**config.mk**
```make
export PLATFORM = sky130hd
export DESIGN_NAME = cmpu_core
export DESIGN_NICKNAME = d
export VERILOG_FILES = /design/src/rtl/cmpu_pkg.sv /design/src/rtl/cmpu_magnitude.sv /design/src/rtl/cmpu_byte_range.sv /design/src/rtl/cmpu_byte_match.sv /design/src/rtl/cmpu_core.sv
export SDC_FILE = /design/constraint.sdc
export NUM_CORES = 1
export LEC_CHECK = 0
export ABC_CLOCK_PERIOD_IN_PS = 10000
export BUFFER_PORTS_ARGS = -buffer_cell sky130_fd_sc_hd__buf_2
export CORE_UTILIZATION = 49
export CTS_CLUSTER_DIAMETER = 200
export DETAILED_ROUTE_END_ITERATION = 10
export HOLD_SLACK_MARGIN = 0.08
export PLACE_DENSITY = 0.89
export RECOVER_POWER = 25
export SLEW_MARGIN = 20
export SYNTH_ARGS = -nofsm -noshare
export SYNTH_HDL_FRONTEND = slang
export SYNTH_SLANG_ARGS = --single-unit
```
**constraint.sdc**
```tcl
create_clock -name clk -period 10 [get_ports clk]
set_input_delay 0.5 -clock clk [delete_from_list [all_inputs] [get_ports clk]]
set_output_delay 0.5 -clock clk [all_outputs]
set_load 0.05 [all_outputs]
```
**src/rtl/cmpu_pkg.sv**
```systemverilog
package cmpu_pkg;

  localparam int MODE_W = 4;
  localparam int COND_W = 4;
  localparam int BYTE_W = 8;

  // Condition field bit positions, consumed by the register file writer.
  localparam int CB_LT = 3;
  localparam int CB_GT = 2;
  localparam int CB_EQ = 1;
  localparam int CB_SO = 0;

  // Code order matters: bits [2:1] pick width, bit 0 picks signedness.
  typedef enum logic [MODE_W-1:0] {
    CM_U64    = 4'd0,
    CM_S64    = 4'd1,
    CM_U32    = 4'd2,
    CM_S32    = 4'd3,
    CM_U16    = 4'd4,
    CM_S16    = 4'd5,
    CM_U8     = 4'd6,
    CM_S8     = 4'd7,
    CM_RANGE1 = 4'd8,
    CM_RANGE2 = 4'd9,
    CM_BYTEEQ = 4'd10
  } cmp_mode_e;

  function automatic logic is_magnitude(logic [MODE_W-1:0] m);
    return m <= CM_S8;
  endfunction

endpackage

```
**src/rtl/cmpu_magnitude.sv**
```systemverilog
module cmpu_magnitude #(
  parameter int DATA_W = 64
) (
  input  logic [DATA_W-1:0] a,
  input  logic [DATA_W-1:0] b,
  input  logic [1:0]        wsel,
  input  logic              sgn,
  output logic              lt,
  output logic              gt,
  output logic              eq
);

  localparam int EXT_W = DATA_W + 1;

  // Keep the low DATA_W>>wsel bits; fill the rest with the sign or zero.
  function automatic logic signed [EXT_W-1:0] widen(
    logic [DATA_W-1:0] v, logic [1:0] ws, logic s);
    logic [EXT_W-1:0] r;
    int w;
    w = DATA_W >> ws;
    for (int i = 0; i < EXT_W; i++) begin
      if (i < w) r[i] = v[i];
      else       r[i] = s & v[w-1];
    end
    return signed'(r);
  endfunction

  logic signed [EXT_W-1:0] ea;
  logic signed [EXT_W-1:0] eb;

  assign ea = widen(a, wsel, sgn);
  assign eb = widen(b, wsel, sgn);
  assign lt = ea < eb;
  assign gt = ea > eb;
  assign eq = ea == eb;

endmodule

```
**src/rtl/cmpu_byte_range.sv**
```systemverilog
module cmpu_byte_range #(
  parameter int NUM_RANGES = 2,
  parameter int BYTE_W     = 8
) (
  input  logic [BYTE_W-1:0]              probe,
  input  logic [2*BYTE_W*NUM_RANGES-1:0] bounds,
  input  logic [NUM_RANGES-1:0]          range_en,
  output logic [NUM_RANGES-1:0]          range_hits,
  output logic                           hit
);

  function automatic logic in_range(logic [BYTE_W-1:0] p,
                                    logic [BYTE_W-1:0] lo,
                                    logic [BYTE_W-1:0] hi);
    return (p >= lo) && (p <= hi);
  endfunction

  for (genvar r = 0; r < NUM_RANGES; r++) begin : g_rng
    logic [BYTE_W-1:0] lo_b;
    logic [BYTE_W-1:0] hi_b;
    assign lo_b = bounds[2*BYTE_W*r +: BYTE_W];
    assign hi_b = bounds[2*BYTE_W*r + BYTE_W +: BYTE_W];
    assign range_hits[r] = range_en[r] & in_range(probe, lo_b, hi_b);
  end

  assign hit = |range_hits;

endmodule

```
**src/rtl/cmpu_byte_match.sv**
```systemverilog
module cmpu_byte_match #(
  parameter int DATA_W = 64,
  parameter int BYTE_W = 8
) (
  input  logic [BYTE_W-1:0] probe,
  input  logic [DATA_W-1:0] lanes,
  output logic [DATA_W/BYTE_W-1:0] lane_hits,
  output logic              hit
);

  localparam int NBYTES = DATA_W / BYTE_W;

  for (genvar i = 0; i < NBYTES; i++) begin : g_lane
    assign lane_hits[i] = lanes[BYTE_W*i +: BYTE_W] == probe;
  end

  assign hit = |lane_hits;

endmodule

```
**src/rtl/cmpu_core.sv**
```systemverilog
module cmpu_core
  import cmpu_pkg::*;
#(
  parameter int DATA_W     = 64,
  parameter int IMM_W      = 16,
  parameter int NUM_RANGES = 2
) (
  input  logic              clk,
  input  logic              rst_n,
  input  logic              issue_valid,
  input  logic [3:0]        mode,
  input  logic [DATA_W-1:0] opnd_a,
  input  logic [DATA_W-1:0] opnd_b,
  input  logic [IMM_W-1:0]  imm,
  input  logic              use_imm,
  input  logic              so_in,
  output logic              res_valid,
  output logic [3:0]        cond
);

  localparam int RANGE_BITS = 2 * BYTE_W * NUM_RANGES;
  localparam int NBYTES     = DATA_W / BYTE_W;

  // Second operand after immediate selection.
  logic [DATA_W-1:0] src_b;
  assign src_b = use_imm ? {{(DATA_W-IMM_W){imm[IMM_W-1]}}, imm} : opnd_b;

  // Mode decode, named for the checker.
  logic mode_is_mag;
  logic is_rng1;
  logic is_rng2;
  logic is_beq;
  assign mode_is_mag = is_magnitude(mode);
  assign is_rng1     = mode == CM_RANGE1;
  assign is_rng2     = mode == CM_RANGE2;
  assign is_beq      = mode == CM_BYTEEQ;

  logic mag_lt;
  logic mag_gt;
  logic mag_eq;

  cmpu_magnitude #(.DATA_W(DATA_W)) u_mag (
    .a    (opnd_a),
    .b    (src_b),
    .wsel (mode[2:1]),
    .sgn  (mode[0]),
    .lt   (mag_lt),
    .gt   (mag_gt),
    .eq   (mag_eq)
  );

  logic [NUM_RANGES-1:0] range_en;
  logic [NUM_RANGES-1:0] range_hits;
  logic                  rng_hit;

  // Range 0 serves both range modes; further ranges only the dual mode.
  for (genvar r = 0; r < NUM_RANGES; r++) begin : g_en
    if (r == 0) begin : g_first
      assign range_en[r] = is_rng1 | is_rng2;
    end else begin : g_rest
      assign range_en[r] = is_rng2;
    end
  end

  cmpu_byte_range #(.NUM_RANGES(NUM_RANGES), .BYTE_W(BYTE_W)) u_rng (
    .probe      (opnd_a[BYTE_W-1:0]),
    .bounds     (src_b[RANGE_BITS-1:0]),
    .range_en   (range_en),
    .range_hits (range_hits),
    .hit        (rng_hit)
  );

  logic [NBYTES-1:0] lane_hits;
  logic              beq_hit;

  cmpu_byte_match #(.DATA_W(DATA_W), .BYTE_W(BYTE_W)) u_beq (
    .probe     (opnd_a[BYTE_W-1:0]),
    .lanes     (src_b),
    .lane_hits (lane_hits),
    .hit       (beq_hit)
  );

  logic [COND_W-1:0] next_cond;

  always_comb begin
    next_cond = '0;
    if (mode_is_mag) begin
      next_cond[CB_LT] = mag_lt;
      next_cond[CB_GT] = mag_gt;
      next_cond[CB_EQ] = mag_eq;
      next_cond[CB_SO] = so_in;
    end else if (is_rng1 || is_rng2) begin
      next_cond[CB_GT] = rng_hit;
    end else if (is_beq) begin
      next_cond[CB_GT] = beq_hit;
    end
  end

  always_ff @(posedge clk) begin
    if (!rst_n) begin
      res_valid <= 1'b0;
      cond      <= '0;
    end else begin
      res_valid <= issue_valid;
      if (issue_valid) cond <= next_cond;
    end
  end

endmodule

```
==> results of run 1 <==
-- state kept, by name, indices dropped and copies added (netlist names) --
register and flops:
cond 4, res_valid 1
-- layout make-up --
class	instances	area (um2)	area share, %
clock buffers	4	45.0	0.837
inverters	26	97.6	1.81
multi-input cells	554	4200	78.1
flip-flops and latches	5	100	1.86
well taps	111	139	2.58
repair buffers	159	800	14.9
-- stage by stage --
step	hold slack [ps]	total power [mW]	instance area, um2	std cells
CTS	488	0.349	5370	859
global route	533	0.387	5380	859
global placement	469	0.299	5320	855
finish	484	0.353	5380	859
floorplan	637	0.225	4600	635
detailed placement	484	0.308	5330	855
-- cell usage after synthesis, types with 4 or more instances --
library cell and instances:
buf_2 15, dfxtp_1 5, nor2_1 15, nor2b_1 5, clkbuf_1 30, nor4_1 8, nand4_1 20, a21o_1 86
nor3_1 7, ha_1 97, a21oi_1 57, nand2b_1 8, inv_1 25, xor2_1 18, mux2_2 17, nand2_1 76
mux2i_1 21, nand3_1 12, a221oi_1 4, xnor2_1 14, and2_1 4, o21ai_1 9, o21ai_0 36, and3_1 4
-- path summary, 6_finish.rpt --
check | cells past startpoint | startpoint | end | slack, ps
worst max-delay path | 17 | use_imm | cond[2]$_SDFFE_PN0P_ | 5110
worst min-delay path | 2 | cond[0]$_SDFFE_PN0P_ | cond[0]$_SDFFE_PN0P_ | 480
worst max register to register | 7 | cond[2]$_SDFFE_PN0P_ | cond[2]$_SDFFE_PN0P_ | 8610
worst min register to register | 2 | cond[0]$_SDFFE_PN0P_ | cond[0]$_SDFFE_PN0P_ | 480
-- critical path: stages --
cell,delay (ps)
buf_2,640
clkinv_1,700
a21o_1,350
o211ai_1,200
o21ai_1,130
nand2_2,300
nand2_1,270
a21bo_1,260
ha_1,250
nand4_1,170
nor3_1,90
a211oi_1,310
o41ai_2,130
a211oi_1,270
nand3_2,140
xor2_1,160
o22ai_1,160
-- logic make-up (layout without fill, tap and decap cells) --
kind of cell               Yosys count  count (layout)  share of synthesized area, %
AOI/OAI and AO/OA                  213             213                          29.5
xor gates and xnor gates            32              32                          6.09
adders and majority gates           97              97                          26.4
buffers and inverters               76             189                          7.09
DFF                                  5               5                          2.17
muxes                               39              39                          9.21
and+or+nand+nor                    173             173                          19.5
-- layer usage --
layer	up-vias	wire (um)	share of wire (%)
met4	0	422	3.0
met1	2369	5980	43
met2	285	6400	46
met3	45	1160	8.3
met5	-	0	0
li1	2547	-	-
-- layout by cell type (no fill, tap or decap), types with 2 or more instances in the layout --
cell	instances
xor2_1	18
nor2_1	14
o221ai_1	2
a21oi_1	57
nor4_4	2
ha_1	97
a221oi_1	4
nor3_1	7
nand4_2	3
nand3_1	12
o22ai_1	3
clkbuf_1	2
o21ai_0	36
a21o_1	86
nand2b_1	7
nor4_1	8
buf_4	2
nor2b_1	4
inv_1	25
dfxtp_1	5
nand4_1	20
xnor2_1	14
a211oi_1	3
and2_1	3
a21boi_0	3
mux2_2	17
o211ai_1	2
nand2_1	76
buf_2	156
mux2i_1	21
and3_1	4
nand3b_1	3
clkbuf_8	3
o21ai_1	8
-- power groups by stage --
stage	sequential, mW	combinational, mW	clock [mW]
6_report	0.0221	0.291	0.0394
5_1_grt	0.0222	0.325	0.0404
2_1_floorplan	0.0259	0.199	0
3_3_place_gp	0.0223	0.276	0
4_1_cts	0.0220	0.288	0.0390
3_5_place_dp	0.0222	0.286	0
==> impl_metrics.yaml, run 1 <==
run_status:
  outcome: "finished, final reports clean"
yosys:
  synth_edf_count: 0
  ys.flop_type: "dfxtp_1"
  syn-num-nets: 885
  ys_seq_area_share_pct: 2.17
  synth_warnings: 0
  synth_top_area_share_pct: 26.4
  syn_area_per_cell_um2: 7.25
  ys_types: 50
  synth_seq_cells: 5
  synth_cells: 635
  yosysTopAreaCell: "ha_1"
  async_flop_share_pct: 0
  syn_area_um2: 4600
  synthTopCellsByArea: "ha_1 (26%), a21o_1 (14%), a21oi_1 (6.2%), nand2_1 (6.2%), mux2i_1 (4.6%)"
global_route:
  grt_pass1_wl_um: 22400
  met1_usage_pct: 36.9
  overflow: 0
  grt_pass1_vias: 4858
  grt_usage_pct: 28.1
  grt_max_degree: 44
  met3_usage_pct: 2.06
  grt.busiest_layer: "met2"
  antenna_found_initial: 0
  gr-usage-met2_pct: 48.5
timing:
  period_minus_slack_ps: 4890
  fin_crit_sh_pct: 48.9
  setup_violations: 0
  hold_violations: 0
  rsz0062_at_grt: "no"
  slew_violations: 0
  fmax_ghz: 0.204
  fin_ws_ps: 5110
  setup_tns_ps: 0
  relSlewSlack_pct: 43.9
  clock-skew-final_ps: 0
  worstMarginPinSlew_ps: 841
clock_network:
  cts_buffers: 3
  cts_hold_buf: 0
  clk_pin_slew_ps: 40
  cts_tree: "done"
  clockBufferDepth: 2
  clock_latency_ps: 230
  clock-sinks: 5
  h-tree-depth: 1
  cts_root_buffer: "clkbuf_8"
  post_cts_buffers: 0
  cts_resized: 0
drt:
  wire_per_inst_um: 16.3
  num_vias: 5246
  drc: 0
  wirelength_um: 14000
  avgViaCountPerCell: 6.11
  firstDrtPassIters: 5
  drt_iter0_drc: 340
  antenna_left: 0
power:
  ir_drop_uv: 93.9
  combPwrFrac_pct: 82.6
  p_leak_nw: 3.02
  power.internal_mw: 0.175
  seq_power_share_pct: 6.3
  p_clk_share_pct: 11.2
  p_per_area_nw_per_um2: 65.5
  power_switching_mw: 0.178
  netSwitchingFraction_pct: 50.3
floorplan:
  start_util_pct: 50.3
  dieWidth_um: 98.9
  pin_count: 158
  die_h_um: 98.9
  core_um2: 9150
  dieArea_um2: 9790
  rows: 35
worst_setup_path:
  crit_path_end_kind: "register"
  required_ps: 10150
  cp-start-kind: "input port"
  cp_max_fo: 34
  arrival_ps: 5050
  critPathKind: "in2reg"
place:
  dp_hpwl_um: 11100
  gp_congestion: 0.882
  place_ws_ps: 4960
  io_buffers: 157
cells_and_area:
  finalCoreUtilization_pct: 58.8
  nets: 999
  num_antenna_cells: 0
  areaGrowthSynthToFinish_pct: 16.9
  fillers: 852
  drive_gt1_share_pct: 25.8
job:
  cap_violations: 0
min_path:
  hold_class: "reg2reg"
(Power assumes the default switching activity.)
==> inputs of run 2 (changes only) <==
--- a/config.mk
+++ b/config.mk
@@ -5,7 +5,8 @@
 export SDC_FILE = /design/constraint.sdc
 export NUM_CORES = 1
 export LEC_CHECK = 0
-export ABC_CLOCK_PERIOD_IN_PS = 10000
+export ABC_AREA = 1
+export ABC_CLOCK_PERIOD_IN_PS = 4800
 export BUFFER_PORTS_ARGS = -buffer_cell sky130_fd_sc_hd__buf_2
 export CORE_UTILIZATION = 49
 export CTS_CLUSTER_DIAMETER = 200
==> constraint.sdc (replaced) <==
create_clock -name clk -period 4.8 [get_ports clk]
set_input_delay 0.24 -clock clk [delete_from_list [all_inputs] [get_ports clk]]
set_output_delay 0.24 -clock clk [all_outputs]
set_load 0.05 [all_outputs]
==> run 2 against run 1 <==
Total power increased by 110%. Synthesized cell count increased by 38%. Critical endpoint is now cond[3]$_SDFFE_PN0P_. Global-route usage increased by 1.3 points. Final cell count increased by 31%. Hold slack got worse by 230 ps. Die area increased by 1.7%.
==> impl_metrics.yaml, run 2 <==
drt:
  antenna_left: 0
  wirelength_um: 14700
  drc: 0
  avgViaCountPerCell: 5.41
  drt_iter0_drc: 489
  num_vias: 6089
  wire_per_inst_um: 13.1
  firstDrtPassIters: 5
yosys:
  synth_cells: 874
  synthTopCellsByArea: "ha_1 (26%), nand2_1 (24%), nor2_1 (13%), a21oi_1 (6.2%), nand3_1 (5.3%)"
  yosysTopAreaCell: "ha_1"
  synth_warnings: 0
  ys_types: 28
  ys.flop_type: "dfxtp_1"
  syn-num-nets: 1124
  synth_common_cells: "nand2_1 (300), nor2_1 (159), ha_1 (97)"
  syn_area_per_cell_um2: 5.36
  ys_seq_area_share_pct: 2.14
  synth_edf_count: 0
  synth_top_area_share_pct: 25.9
  synth.most_common_cell: "nand2_1"
  synth_seq_cells: 5
  async_flop_share_pct: 0
  syn_area_um2: 4680
clock_network:
  cts_resized: 0
  cts_buffers: 3
  post_cts_buffers: 0
  clock_latency_ps: 220
  cts_tree: "done"
  cts_root_buffer: "clkbuf_8"
  h-tree-depth: 1
  cts_hold_buf: 0
  clockBufferDepth: 2
  clk_pin_slew_ps: 40
  clock-sinks: 5
worst_setup_path:
  r2r-end: "cond[2]$_SDFFE_PN0P_"
  reg2reg_from: "cond[2]$_SDFFE_PN0P_"
  cp-start-kind: "input port"
  reg2reg_depth: 2
  critPathKind: "in2reg"
  arrival_ps: 4140
  cp_max_fo: 32
  required_ps: 4950
  ff2ff_setup_slack_ps: 4110
  crit_path_end_kind: "register"
floorplan:
  start_util_pct: 50.7
  dieWidth_um: 99.8
  pin_count: 158
  dieArea_um2: 9960
  die_h_um: 99.8
  rows: 35
  core_um2: 9240
timing:
  worstMarginPinSlew_ps: 655
  setup_violations: 0
  hold_violations: 0
  rsz0062_at_grt: "no"
  clock-skew-final_ps: 0
  period_minus_slack_ps: 3990
  hold_ws_ps: 255
  setup_tns_ps: 0
  fmax_ghz: 0.250
  relSlewSlack_pct: 56.3
  fin_crit_sh_pct: 83.2
  slew_violations: 0
cells_and_area:
  fillers: 933
  num_antenna_cells: 0
  final_cell_mix: "nand2_1 (300), nor2_1 (159), buf_2 (155)"
  drive_gt1_share_pct: 17.4
  areaGrowthSynthToFinish_pct: 17.6
  final_common_cell: "nand2_1"
  nets: 1248
  reg_top3: "cond x4, res_valid x1"
  ff_latch_area_um2: 100
  top_register: "cond"
  largest_reg_flops: 4
  multi_input_area_um2: 4150
global_route:
  antenna_found_initial: 0
  grt_usage_pct: 29.3
  grt_max_degree: 67
  grt_pass1_vias: 5610
  overflow: 0
  grt_pass1_wl_um: 24200
min_path:
  hold_class: "in2reg"
  holdPathStages: 3
  hold_end: "res_valid$_SDFF_PN0_"
  hold_start: "rst_n"
power:
  p_leak_nw: 3.34
  seq_power_share_pct: 6.0
  power.internal_mw: 0.349
  p_per_area_nw_per_um2: 137
  netSwitchingFraction_pct: 53.9
  combPwrFrac_pct: 83.8
  p_clk_share_pct: 10.3
  power_switching_mw: 0.408
  ir_drop_uv: 77.6
run_status:
  outcome: "finished, final reports clean"
place:
  gp_congestion: 0.964
  io_buffers: 157
  dp_hpwl_um: 11700
job:
  cap_violations: 0
run 2: area by class of cell:
type | count | area share (%)
well taps | 129 | 2.93
inverters | 61 | 4.16
multi-input cells | 765 | 75.4
repair buffers | 162 | 14.9
flip-flops and latches | 5 | 1.82
clock buffers | 4 | 0.818
run 2: routing by layer:
layer	share of wire [%]	track usage [%]
met5	0	0
met4	1.4	5.43
met3	9.5	1.11
met2	48	54.2
met1	41	37.9
run 2: worst max-delay path by stage:
| stage | depth (start not counted) | start | to | slack, ps |
|---|---|---|---|---|
| 2_1_floorplan | 23 | use_imm | cond[2]$_SDFFE_PN0P_ | 2070 |
| 3_3_place_gp | 22 | use_imm | cond[2]$_SDFFE_PN0P_ | 920 |
| 3_5_place_dp | 22 | use_imm | cond[2]$_SDFFE_PN0P_ | 750 |
| 4_1_cts | 27 | use_imm | cond[3]$_SDFFE_PN0P_ | 940 |
| 5_1_grt | 25 | use_imm | cond[2]$_SDFFE_PN0P_ | 400 |
| 6_report | 27 | use_imm | cond[3]$_SDFFE_PN0P_ | 810 |
run 2: logic make-up (layout without fill, tap and decap cells):
group,count (synthesis),after routing,share of synthesized area [%]
AO/OA/AOI/OAI,114,114,13.2
adder cells (fa/ha/maj),97,97,25.9
buffers and inverters,104,227,9.24
flip-flops,5,5,2.14
multiplexers,18,18,3.85
AND/OR/NAND/NOR,536,536,45.6
run 2: worst max-delay path, stage by stage:
cell and delay (ps):
buf_2 480, nand2_2 110, inv_1 400, a21oi_2 70, nand2_1 90, o21ai_1 70, nand2_1 60, nand3_1 70
a21oi_1 220, inv_2 90, nand2_2 390, o21ai_0 180, ha_1 310, nand2_1 60, nor2_1 150, nand2_1 100
nor2_1 220, nand2_1 150, inv_1 100, nand3_1 80, nand2_1 70, nor2_1 50, nand2_1 70, nand2_1 60
nand2_1 60, nand2_1 50, a21oi_1 120
run 2: per-stage QoR:
stage / total power [mW] / worst slack, ps / instances / area, um2 / utilization, %
finish: 0.757 / 807 / 1126 / 5510 / 59.6
global route: 0.857 / 404 / 1126 / 5510 / 59.6
CTS: 0.750 / 943 / 1126 / 5510 / 59.6
detailed placement: 0.668 / 749 / 1122 / 5470 / 59.1
global placement: 0.648 / 920 / 1122 / 5470 / 59.1
floorplan: 0.490 / 2070 / 874 / 4680 / -
run 2: power groups by stage:
stage | Sequential [mW] | Clock (mW) | Combinational (mW)
after floorplan | 0.0534 | 0 | 0.437
after global placement | 0.0455 | 0 | 0.602
after detailed placement | 0.0456 | 0 | 0.622
after CTS | 0.0451 | 0.0790 | 0.626
after global routing | 0.0455 | 0.0826 | 0.729
final | 0.0451 | 0.0777 | 0.634
==> inputs of run 3 (changes only) <==
--- a/config.mk
+++ b/config.mk
@@ -6,7 +6,7 @@
 export NUM_CORES = 1
 export LEC_CHECK = 0
 export ABC_AREA = 1
-export ABC_CLOCK_PERIOD_IN_PS = 4800
+export ABC_CLOCK_PERIOD_IN_PS = 4000
 export BUFFER_PORTS_ARGS = -buffer_cell sky130_fd_sc_hd__buf_2
 export CORE_UTILIZATION = 49
 export CTS_CLUSTER_DIAMETER = 200
==> constraint.sdc (replaced) <==
create_clock -name clk -period 4 [get_ports clk]
set_input_delay 0.2 -clock clk [delete_from_list [all_inputs] [get_ports clk]]
set_output_delay 0.2 -clock clk [all_outputs]
set_load 0.05 [all_outputs]
==> run 3 against run 2 <==
Register-to-register slack lost 770 ps. Via count shrank 0.71%. Sequential cell count is the same. Sequential share of layout area is essentially flat. Critical path type unchanged. Largest cell class unchanged. Largest power group unchanged.
==> impl_metrics.yaml, run 3 (synthesis results as in run 2) <==
run_status:
  outcome: "finished, final reports clean"
drt:
  drt_iter0_drc: 317
  num_vias: 6046
  wire_per_inst_um: 13.0
  firstDrtPassIters: 5
  drc: 0
  wirelength_um: 14600
  avgViaCountPerCell: 5.36
  antenna_left: 0
worst_setup_path:
  cp_max_fo: 32
  cp_cell_sequence: "buf_2 -> nand2_2 -> nand2_1 -> o21ai_1 -> nand2_1 -> nand3_1 -> a21oi_1 -> inv_2 -> nand2_2 -> o21ai_0 -> ha_1 -> nand2_1 -> nor2_1 -> nand2_1 -> nor2_1 -> nand2_1 -> nor4_1 -> nor2_1 -> nand3_1 -> a21oi_1"
  slowest_stage: "nand2_2"
  reg2reg_from: "cond[2]$_SDFFE_PN0P_"
  critPathTopFamily: "simple AND/OR/NAND/NOR gates"
  required_ps: 4100
  crit_top_cell: "nand2_1"
  path_depth: 20
  slowest_delay_ps: 390
  r2r-end: "cond[2]$_SDFFE_PN0P_"
  crit_path_end_kind: "register"
  critPathKind: "in2reg"
  arrival_ps: 3590
  cp_num_buf_inv: 2
  ff2ff_setup_slack_ps: 3340
  reg2reg_depth: 2
  cp-start-kind: "input port"
global_route:
  met1_usage_pct: 36.5
  grt_max_degree: 66
  met3_usage_pct: 2.99
  overflow: 0
  grt_pass1_wl_um: 23600
  antenna_found_initial: 0
  grt_usage_pct: 28.8
  gr-usage-met2_pct: 51.3
  grt.busiest_layer: "met2"
  grt_pass1_vias: 5400
timing:
  rsz0062_at_grt: "no"
  worstMarginPinSlew_ps: 628
  period_minus_slack_ps: 3480
  fmax_ghz: 0.287
  fin_ws_ps: 516
  clock-skew-final_ps: 0
  setup_tns_ps: 0
  setup_violations: 0
  relSlewSlack_pct: 58.1
  slew_violations: 0
  fin_crit_sh_pct: 87.1
  hold_violations: 0
clock_network:
  clk_pin_slew_ps: 30
  clock-sinks: 5
  cts_hold_buf: 0
  post_cts_buffers: 0
  cts_tree: "done"
  cts_buffers: 3
  clock_latency_ps: 220
  cts_root_buffer: "clkbuf_8"
  h-tree-depth: 1
  clockBufferDepth: 2
  cts_resized: 0
cells_and_area:
  final_cell_mix: "nand2_1 (300), nor2_1 (159), buf_2 (155)"
  reg_top3: "cond x4, res_valid x1"
  fillers: 951
  nets: 1251
  top_register: "cond"
  num_antenna_cells: 0
  drive_gt1_share_pct: 17.6
  final_cells: 1129
  areaGrowthSynthToFinish_pct: 18.1
  final_common_cell: "nand2_1"
  largest_reg_flops: 4
min_path:
  hold_start: "issue_valid"
  hold_class: "in2reg"
  hold_end: "res_valid$_SDFF_PN0_"
  holdPathStages: 3
floorplan:
  core_um2: 9240
  start_util_pct: 50.7
  dieArea_um2: 9960
  rows: 35
  die_h_um: 99.8
  dieWidth_um: 99.8
  pin_count: 158
place:
  io_buffers: 157
  place_ws_ps: 395
  dp_hpwl_um: 11700
  dp.cells: 1125
  gp_congestion: 0.972
power:
  ir_drop_uv: 95.4
  p_per_area_nw_per_um2: 163
  p_leak_nw: 3.36
job:
  cap_violations: 0
==> run 3: worst max-delay path by stage <==
stage / startpoint / endpoint
after floorplan: use_imm / cond[2]$_SDFFE_PN0P_
after global placement: mode[2] / cond[2]$_SDFFE_PN0P_
after detailed placement: mode[2] / cond[2]$_SDFFE_PN0P_
after CTS: mode[2] / cond[2]$_SDFFE_PN0P_
after global routing: mode[2] / cond[3]$_SDFFE_PN0P_
final: mode[2] / cond[2]$_SDFFE_PN0P_
==> run 3: metrics by stage <==
step	area (um2)	util, %	hold slack [ps]	total power, mW
finish	5530	59.9	211	0.901
detailed placement	5490	59.4	414	0.801
CTS	5530	59.9	190	0.897
global placement	5490	59.4	404	0.783
global route	5530	59.9	240	1.02
floorplan	4680	-	293	0.588
==> run 3: routing by layer <==
layer / vias to the layer above / routed length [um]
li1: 3112 / -
met1: 2604 / 6160
met2: 290 / 6720
met3: 40 / 1360
met4: 0 / 387
met5: - / 0
==> run 3: final cells by class <==
cell class,instances,area [um2],area share [%]
clock buffer,4,45.0,0.814
multi-input combinational,765,4150,75.1
tap,129,161,2.92
sequential,5,100,1.81
inverter,61,229,4.14
timing repair buffer,165,843,15.2
==> run 3: worst reg2reg max path: stages, from the launching register on <==
cell and delay, ps:
dfxtp_1 300, o21ai_0 180, a21oi_1 60
==> run 3: report_power, final <==
part / total, mW / switching, mW / internal (mW)
combinational: 0.756 / 0.458 / 0.298
sequential: 0.0541 / 0.00114 / 0.0529
clock: 0.0909 / 0.0227 / 0.0682
